--- src/rtl/still_seq_pkg.sv ---
`timescale 1ns/1ps
package still_seq_pkg;
   typedef enum logic [2:0] {
      ST_IDLE     = 3'd0,
      ST_DRAIN    = 3'd1,
      ST_INTEG    = 3'd2,
      ST_WAIT_CNT = 3'd3,
      ST_SW_HIGH  = 3'd4,
      ST_EXIT_VD  = 3'd5,
      ST_EXIT_HD  = 3'd6
   } seq_state_t;

   // event strobe indices
   localparam int unsigned EV_HD_RISE  = 0;
   localparam int unsigned EV_VD_RISE  = 1;
   localparam int unsigned EV_TRG_RISE = 2;
   localparam int unsigned EV_TRG_FALL = 3;
   localparam int unsigned EV_NUM      = 4;
endpackage

--- src/rtl/still_edge_sync.sv ---
`timescale 1ns/1ps
module still_edge_sync #(
   parameter int unsigned STAGES  = 2,
   parameter bit          FALLING = 1'b0
) (
   input  logic clk,
   input  logic rst_n,
   input  logic din,
   output logic strobe
);
   initial begin
      assert (STAGES >= 2) else $error("still_edge_sync: STAGES must be at least 2");
   end

   logic [STAGES-1:0] sync_q;
   logic              last_q;

   always_ff @(posedge clk or negedge rst_n) begin
      if (!rst_n) begin
         sync_q <= '0;
         last_q <= 1'b0;
      end else begin
         sync_q <= {sync_q[STAGES-2:0], din};
         last_q <= sync_q[STAGES-1];
      end
   end

   generate
      if (FALLING) begin : g_fall
         assign strobe = ~sync_q[STAGES-1] & last_q;
      end else begin : g_rise
         assign strobe = sync_q[STAGES-1] & ~last_q;
      end
   endgenerate
endmodule

--- src/rtl/still_vd_guard.sv ---
`timescale 1ns/1ps
module still_vd_guard #(
   parameter int unsigned MIN_LINES = 91
) (
   input  logic clk,
   input  logic rst_n,
   input  logic hd_rise,
   input  logic vd_rise,
   output logic err_o
);
   localparam int unsigned CW = $clog2(MIN_LINES + 1);

   initial begin
      assert (MIN_LINES >= 2) else $error("still_vd_guard: MIN_LINES too small");
   end

   logic [CW-1:0] line_cnt;
   logic          seen_q;
   logic          err_q;

   always_ff @(posedge clk or negedge rst_n) begin
      if (!rst_n) begin
         line_cnt <= '0;
         seen_q   <= 1'b0;
         err_q    <= 1'b0;
      end else if (vd_rise) begin
         err_q    <= seen_q && (line_cnt < CW'(MIN_LINES));
         seen_q   <= 1'b1;
         line_cnt <= '0;
      end else if (hd_rise && (line_cnt < CW'(MIN_LINES))) begin
         line_cnt <= line_cnt + 1'b1;
      end
   end

   assign err_o = err_q;


   err_update_chk: assert property (@(posedge clk) disable iff (!rst_n)
      !$stable(err_q) |-> $past(vd_rise));
endmodule

--- src/rtl/still_seq_fsm.sv ---
`timescale 1ns/1ps
module still_seq_fsm
   import still_seq_pkg::*;
#(
   parameter int unsigned POS_W = 6
) (
   input  logic             clk,
   input  logic             rst_n,
   input  logic             hd_rise,
   input  logic             vd_rise,
   input  logic             trg_rise,
   input  logic             trg_fall,
   input  logic             hblank,
   input  logic             still_en,
   input  logic             trig_sel_trg,
   input  logic             sub_sel_serial,
   input  logic             sub_es,
   input  logic [POS_W-1:0] pos_cfg,
   output logic             sub_o,
   output logic             subsw_o,
   output logic             armed_o
);
   seq_state_t       st, st_nx;
   logic [POS_W-1:0] pos_shadow;
   logic [POS_W-1:0] line_cnt;
   logic             flag_q;
   logic             hb_q;
   logic             sub_q, sub_nx;
   logic             subsw_q, subsw_nx;
   logic             start_ev;
   logic             hb_fall;
   logic             shadow_open;

   assign start_ev    = trig_sel_trg ? trg_rise : vd_rise;
   assign hb_fall     = hb_q & ~hblank;
   assign shadow_open = (st == ST_IDLE) || (st == ST_DRAIN) || (st == ST_INTEG);

   always_comb begin
      st_nx = st;
      case (st)
         ST_IDLE:     if (still_en) st_nx = ST_DRAIN;
         ST_DRAIN: begin
            if (!still_en)                st_nx = ST_IDLE;
            else if (start_ev)            st_nx = ST_WAIT_CNT;
            else if (flag_q && hb_fall)   st_nx = ST_INTEG;
         end
         ST_INTEG: begin
            if (!still_en)      st_nx = ST_IDLE;
            else if (start_ev)  st_nx = ST_WAIT_CNT;
         end
         ST_WAIT_CNT: begin
            if (!still_en)                              st_nx = ST_IDLE;
            else if (hd_rise && (line_cnt == pos_shadow)) st_nx = ST_SW_HIGH;
         end
         ST_SW_HIGH:  if (!still_en) st_nx = ST_EXIT_VD;
         ST_EXIT_VD:  if (vd_rise)   st_nx = ST_EXIT_HD;
         ST_EXIT_HD:  if (hd_rise)   st_nx = ST_IDLE;
         default:                    st_nx = ST_IDLE;
      endcase
   end

   always_comb begin
      case (st_nx)
         ST_IDLE:  sub_nx = 1'b0;
         ST_DRAIN: sub_nx = sub_sel_serial ? sub_es : ~hblank;
         ST_INTEG: sub_nx = sub_sel_serial ? sub_es : 1'b1;
         default:  sub_nx = 1'b1;
      endcase
      subsw_nx = (st_nx == ST_SW_HIGH) || (st_nx == ST_EXIT_VD) || (st_nx == ST_EXIT_HD);
   end

   always_ff @(posedge clk or negedge rst_n) begin
      if (!rst_n) begin
         st         <= ST_IDLE;
         pos_shadow <= '0;
         line_cnt   <= '0;
         flag_q     <= 1'b0;
         hb_q       <= 1'b0;
         sub_q      <= 1'b0;
         subsw_q    <= 1'b0;
      end else begin
         st      <= st_nx;
         hb_q    <= hblank;
         sub_q   <= sub_nx;
         subsw_q <= subsw_nx;
         flag_q  <= ((st == ST_DRAIN) && (st_nx == ST_DRAIN)) ? (flag_q | trg_fall) : 1'b0;
         if (hd_rise && shadow_open) pos_shadow <= pos_cfg;
         if (st != ST_WAIT_CNT)      line_cnt <= '0;
         else if (hd_rise)           line_cnt <= line_cnt + 1'b1;
      end
   end

   assign sub_o   = sub_q;
   assign subsw_o = subsw_q;
   assign armed_o = (st == ST_WAIT_CNT);


   subsw_rise_chk: assert property (@(posedge clk) disable iff (!rst_n)
      $rose(subsw_q) |-> ($past(st) == ST_WAIT_CNT) && $past(hd_rise));


   subsw_fall_chk: assert property (@(posedge clk) disable iff (!rst_n)
      $fell(subsw_q) |-> ($past(st) == ST_EXIT_HD) && $past(hd_rise));


   idle_quiet_chk: assert property (@(posedge clk) disable iff (!rst_n)
      (st == ST_IDLE) |-> (!sub_q && !subsw_q));


   armed_excl_chk: assert property (@(posedge clk) disable iff (!rst_n)
      armed_o |-> !subsw_q);
endmodule

--- src/rtl/ccd_still_seq.sv ---
`timescale 1ns/1ps
module ccd_still_seq
   import still_seq_pkg::*;
#(
   parameter int unsigned POS_W       = 6,
   parameter int unsigned SYNC_STAGES = 2,
   parameter int unsigned MIN_LINES   = 91
) (
   input  logic             clk,
   input  logic             rst_n,
   input  logic             hd_in,
   input  logic             vd_in,
   input  logic             trg_in,
   input  logic             hblank_in,
   input  logic             still_en,
   input  logic             trig_sel_trg,
   input  logic             sub_sel_serial,
   input  logic             sub_es_in,
   input  logic [POS_W-1:0] subsw_pos,
   output logic             sub_out,
   output logic             subsw_out,
   output logic             armed,
   output logic             vd_err
);
   localparam logic [EV_NUM-1:0] EV_FALL_MASK = EV_NUM'(1) << EV_TRG_FALL;

   initial begin
      assert (POS_W >= 1 && POS_W <= 16) else $error("ccd_still_seq: POS_W out of range");
   end

   logic [EV_NUM-1:0] ev_src;
   logic [EV_NUM-1:0] ev_str;

   always_comb begin
      ev_src              = '0;
      ev_src[EV_HD_RISE]  = hd_in;
      ev_src[EV_VD_RISE]  = vd_in;
      ev_src[EV_TRG_RISE] = trg_in;
      ev_src[EV_TRG_FALL] = trg_in;
   end

   generate
      for (genvar e = 0; e < EV_NUM; e++) begin : g_ev
         still_edge_sync #(
            .STAGES  (SYNC_STAGES),
            .FALLING (EV_FALL_MASK[e])
         ) u_sync (
            .clk    (clk),
            .rst_n  (rst_n),
            .din    (ev_src[e]),
            .strobe (ev_str[e])
         );
      end
   endgenerate

   still_seq_fsm #(.POS_W(POS_W)) u_fsm (
      .clk            (clk),
      .rst_n          (rst_n),
      .hd_rise        (ev_str[EV_HD_RISE]),
      .vd_rise        (ev_str[EV_VD_RISE]),
      .trg_rise       (ev_str[EV_TRG_RISE]),
      .trg_fall       (ev_str[EV_TRG_FALL]),
      .hblank         (hblank_in),
      .still_en       (still_en),
      .trig_sel_trg   (trig_sel_trg),
      .sub_sel_serial (sub_sel_serial),
      .sub_es         (sub_es_in),
      .pos_cfg        (subsw_pos),
      .sub_o          (sub_out),
      .subsw_o        (subsw_out),
      .armed_o        (armed)
   );

   still_vd_guard #(.MIN_LINES(MIN_LINES)) u_guard (
      .clk     (clk),
      .rst_n   (rst_n),
      .hd_rise (ev_str[EV_HD_RISE]),
      .vd_rise (ev_str[EV_VD_RISE]),
      .err_o   (vd_err)
   );
endmodule

--- config.mk ---
export PLATFORM = sky130hd
export DESIGN_NAME = ccd_still_seq
export DESIGN_NICKNAME = d
export VERILOG_FILES = /design/src/rtl/still_seq_pkg.sv /design/src/rtl/still_edge_sync.sv /design/src/rtl/still_vd_guard.sv /design/src/rtl/still_seq_fsm.sv /design/src/rtl/ccd_still_seq.sv
export SDC_FILE = /design/constraint.sdc
export NUM_CORES = 1
export LEC_CHECK = 0
export BUFFER_PORTS_ARGS = -buffer_cell sky130_fd_sc_hd__buf_4
export CAP_MARGIN = 30
export CORE_MARGIN = 3
export CORE_UTILIZATION = 61
export DETAILED_ROUTE_END_ITERATION = 8
export PLACE_DENSITY = 0.83
export SLEW_MARGIN = 10
export SYNTH_ARGS = -nofsm -noshare
export SYNTH_HDL_FRONTEND = slang
export SYNTH_SLANG_ARGS = --single-unit
--- constraint.sdc ---
create_clock -name clk -period 3.4 [get_ports clk]
set_input_delay 0.51 -clock clk [delete_from_list [all_inputs] [get_ports clk]]
set_output_delay 0.51 -clock clk [all_outputs]
set_load 0.05 [all_outputs]
==> metrics.md <==
| Metric | Value |
|---|---|
| Result of the run | `finished clean` |
| Start-to-end type of the worst setup path | `register to output port` |
| Class of the tightest hold or removal check | `primary input to async pin` |
| Simple-gate area share of the yosys netlist | `19.5%` |
| Via density per instance | `5.66` |
| Clock insertion delay at the later pin of the skew report | `0.33 ns` |
| Highest clock rate | `475 MHz` |
| Most common library cell in the layout ignoring fill and taps | `sky130_fd_sc_hd__dfrtp_1` |
| Final Skew | `0.00859 ns` |
| Mapped cell area | `0.00166 sq mm` |
| Net count after synthesis | `between 150 and 200` |
| Compound-Gate Fraction of Synth Area | `8.20%` |
| Clock-pin transition on the worst setup and hold timing paths | `roughly 0.1 ns` |
| Detailed Route Iter0 Violations | `60` |
| Final worst hold slack | `0.116 ns` |
| Hold buffers post-CTS | `0` |
| Finish-stage setup viols | `0` |
| Root cell of the clock tree | `sky130_fd_sc_hd__clkbuf_4` |
| Largest vdd supply drop | `488 uV` |
| Setup Total Neg Slack | `0 ns` |
| R2R cell count | `6` |
| Effective utilization at floorplan | `65.4%` |
| Final clock period utilization by the worst path | `61.9%` |
| Reg-to-reg slack, setup | `around 1.6 ns` |
| Count of cell types in the netlist | `35` |
| Data required time of the worst path | `between 2 and 3 ns` |
| Full die area | `0.00339 sq mm` |
| Area growth, synth to finish | `13.7%` |
| Remaining DRCs | `0` |
| Total via count after detailed routing | `around 1,100` |
| Detailed placement HPWL | `around 2000 um` |
| Start of the worst register-to-register path | `u_fsm.line_cnt[0]$_DFFE_PN0P_` |
| ANT cells | `0` |
| Top cell type by total area after synthesis | `sky130_fd_sc_hd__dfrtp_1` |
| Fraction of registers with async set/reset | `100%` |
| Launching element type of the critical path | `register` |
| X dimension of the die | `approximately 58 um` |
| Number of flops mapped to enable cells by yosys | `0` |
| Highest-count cells in the layout ignoring fill and taps | `37 x sky130_fd_sc_hd__dfrtp_1, 19 x sky130_fd_sc_hd__buf_4, 18 x sky130_fd_sc_hd__nor2_1` |
| Post-route antenna net violation count | `0` |
| Final Hold Fails | `0` |
| Worst slew slack as a fraction of its limit | `57.2%` |
| First-pass DRT Iterations | `4` |
| Wire length after detailed routing | `2730 um` |
| CTS tree | `done` |
| Max clock buf depth | `2` |
| DIE HEIGHT | `58.2 um` |
| Placer Congestion | `0.891` |
| Non-Filler Instances | `203` |
| Largest family of logic cells by synthesized area | `simple AND/OR/NAND/NOR gates` |
| Pin count of the biggest net entering global routing | `38` |
| Wire length of the first global-routing pass | `4900 um` |
| Buffer count from post-CTS setup fixing | `0` |
| Final #Nets | `190` |
| Number of max-slew violations in the final report | `0` |
| Clock buffers created by TritonCTS | `5` |
| Part of the Yosys area used for sequential elements | `55.6%` |
| Mean instance size in the synthesized netlist | `11.0 sq um` |
| Count of yosys warnings during synthesis | `0` |
| Power density over the cells | `612 mW/mm^2` |
| CTS resizes | `0` |
| Level count of the clock H-tree | `2` |
| Gate count after technology mapping | `151` |
| Top-area cell type share of the netlist area | `55.6%` |
| Grt ovf | `0` |
| Tightest Pin Transition | `0.641 ns` |
| Proportion of layout cells with a drive suffix above 1 | `19.1%` |
| Total leakage power | `0.856 nW` |
| RSZ-0062 raised after global routing | `false` |
| Kind of end point of the critical path | `output port` |
| Synth Flop Type | `sky130_fd_sc_hd__dfrtp_1` |
| Cell row count | `18` |
| Count of input and output buffers | `19` |
| Number of antenna violations at the first check in global routing | `0` |
| Post-synthesis share of cell area spent on xor and xnor gates | `8.42%` |
| Max-cap violations | `0` |
| Post-Place Cells | `195` |
| Global router's overall resource usage | `19.4%` |
| Number of register bits inferred by synthesis | `37` |
| Worst R2R End | `u_fsm.sub_o$_DFF_PN0_` |
| Core ar. | `0.00254 sq mm` |
| Number of ports placed on the die boundary | `20` |
| Top area cells in the synthesized netlist | `sky130_fd_sc_hd__dfrtp_1 56%, sky130_fd_sc_hd__xor2_1 6.3%, sky130_fd_sc_hd__nor2_1 4.1%, sky130_fd_sc_hd__a21oi_1 2.7%, sky130_fd_sc_hd__nand2_1 2.7%` |
| Peak fanout along the critical path | `10` |
| Data arrival at the endpoint of the critical path | `1.59 ns` |
| Average wire length per cell after detail routing | `13.4 um` |
| Final critical delay including setup and external delays | `roughly 2.1 ns` |
| Power consumption | `1.16 mW` |
| Adder-cell share of the synthesized area | `1.50%` |
| # clock sinks | `37` |
| Via count of the first global-routing pass | `1,141` |
| Portion of netlist area occupied by mux cells | `approximately 4.7%` |
==> synthesized netlist by cell type (2+ instances only) <==
| library cell | instances |
|---|---|
| sky130_fd_sc_hd__buf_2 | 3 |
| sky130_fd_sc_hd__nand2_1 | 12 |
| sky130_fd_sc_hd__nand2b_1 | 7 |
| sky130_fd_sc_hd__clkbuf_1 | 2 |
| sky130_fd_sc_hd__nor4b_1 | 2 |
| sky130_fd_sc_hd__xor2_1 | 12 |
| sky130_fd_sc_hd__nor2b_1 | 3 |
| sky130_fd_sc_hd__dfrtp_1 | 37 |
| sky130_fd_sc_hd__mux2_2 | 3 |
| sky130_fd_sc_hd__nand4_1 | 5 |
| sky130_fd_sc_hd__a21oi_1 | 9 |
| sky130_fd_sc_hd__o21ai_0 | 3 |
| sky130_fd_sc_hd__o21bai_1 | 3 |
| sky130_fd_sc_hd__ha_1 | 2 |
| sky130_fd_sc_hd__mux2_1 | 3 |
| sky130_fd_sc_hd__nor3b_1 | 2 |
| sky130_fd_sc_hd__inv_1 | 2 |
| sky130_fd_sc_hd__a31oi_1 | 2 |
| sky130_fd_sc_hd__o31ai_1 | 2 |
| sky130_fd_sc_hd__xnor2_1 | 4 |
| sky130_fd_sc_hd__nand3_1 | 2 |
| sky130_fd_sc_hd__nor2_1 | 18 |
==> worst max-delay path, stage by stage (launching register included) <==
cell and delay [ns]:
sky130_fd_sc_hd__dfrtp_1 0.52, sky130_fd_sc_hd__nand2_2 0.11, sky130_fd_sc_hd__or2_1 0.33, sky130_fd_sc_hd__clkinv_1 0.11, sky130_fd_sc_hd__buf_4 0.20
==> power by group <==
part	internal [mW]	leakage, nW	switching (mW)	total (mW)
logic	0.134	0.350	0.175	0.309
clock network	0.120	0.0413	0.134	0.254
registers	0.515	0.465	0.0795	0.595
total	0.770	0.856	0.388	1.16
==> cell type report <==
cell class | instances | area [sq um]
Sequential cell | 37 | 926
Clock inverter | 1 | 5.00
Clock buffer | 7 | 65.1
Inverter | 3 | 11.3
Fill cell | 175 | 653
Tap cell | 30 | 37.5
Multi-Input combinational cell | 106 | 704
Timing Repair Buffer | 19 | 143
==> logic make-up after synthesis <==
kind of cell / Yosys count
buf+inv: 8
mux: 7
fa+ha+maj: 2
compound gates: 22
flops: 37
xor+xnor: 16
simple gates: 59
==> per-layer routing <==
metal  up-vias  global-route usage (%)  share of wire (%)
met5         -                       0                  0
met3         8                    6.24                4.6
met2        26                    30.3                 49
li1        560                       -                  -
met4         0                    7.95                1.6
met1       554                    24.9                 45
==> through the flow <==
stage                     area [sq um]  worst slack (ns)  util [%]
after global placement            1820              1.66      71.6
after global routing              1890              1.16      74.3
final                             1890              1.30      74.3
after floorplan                   1660              1.45         -
after CTS                         1890              1.28      74.3
after detailed placement          1820              1.59      71.6
==> worst max-delay path by stage <==
stage                                              from                     to  depth (start not counted)
after floorplan                   u_fsm.st[0]$_DFF_PN0_  u_fsm.sub_o$_DFF_PN0_                          8
after global placement    u_fsm.line_cnt[0]$_DFFE_PN0P_  u_fsm.sub_o$_DFF_PN0_                          6
after detailed placement  u_fsm.line_cnt[0]$_DFFE_PN0P_  u_fsm.sub_o$_DFF_PN0_                          6
after CTS                         u_fsm.st[1]$_DFF_PN0_                  armed                          4
after global routing              u_fsm.st[0]$_DFF_PN0_                  armed                          4
final                             u_fsm.st[1]$_DFF_PN0_                  armed                          4
==> registers in the layout, indices dropped and copies added, names as in the netlist, 3 cells and up <==
| name | count |
|---|---|
| g_ev.u_sync.last_q | 3 |
| u_guard.line_cnt | 7 |
| u_fsm.pos_shadow | 6 |
| u_fsm.line_cnt | 6 |
| g_ev.u_sync.sync_q | 6 |
| u_fsm.st | 3 |
Power figures use the tool's default switching activity.
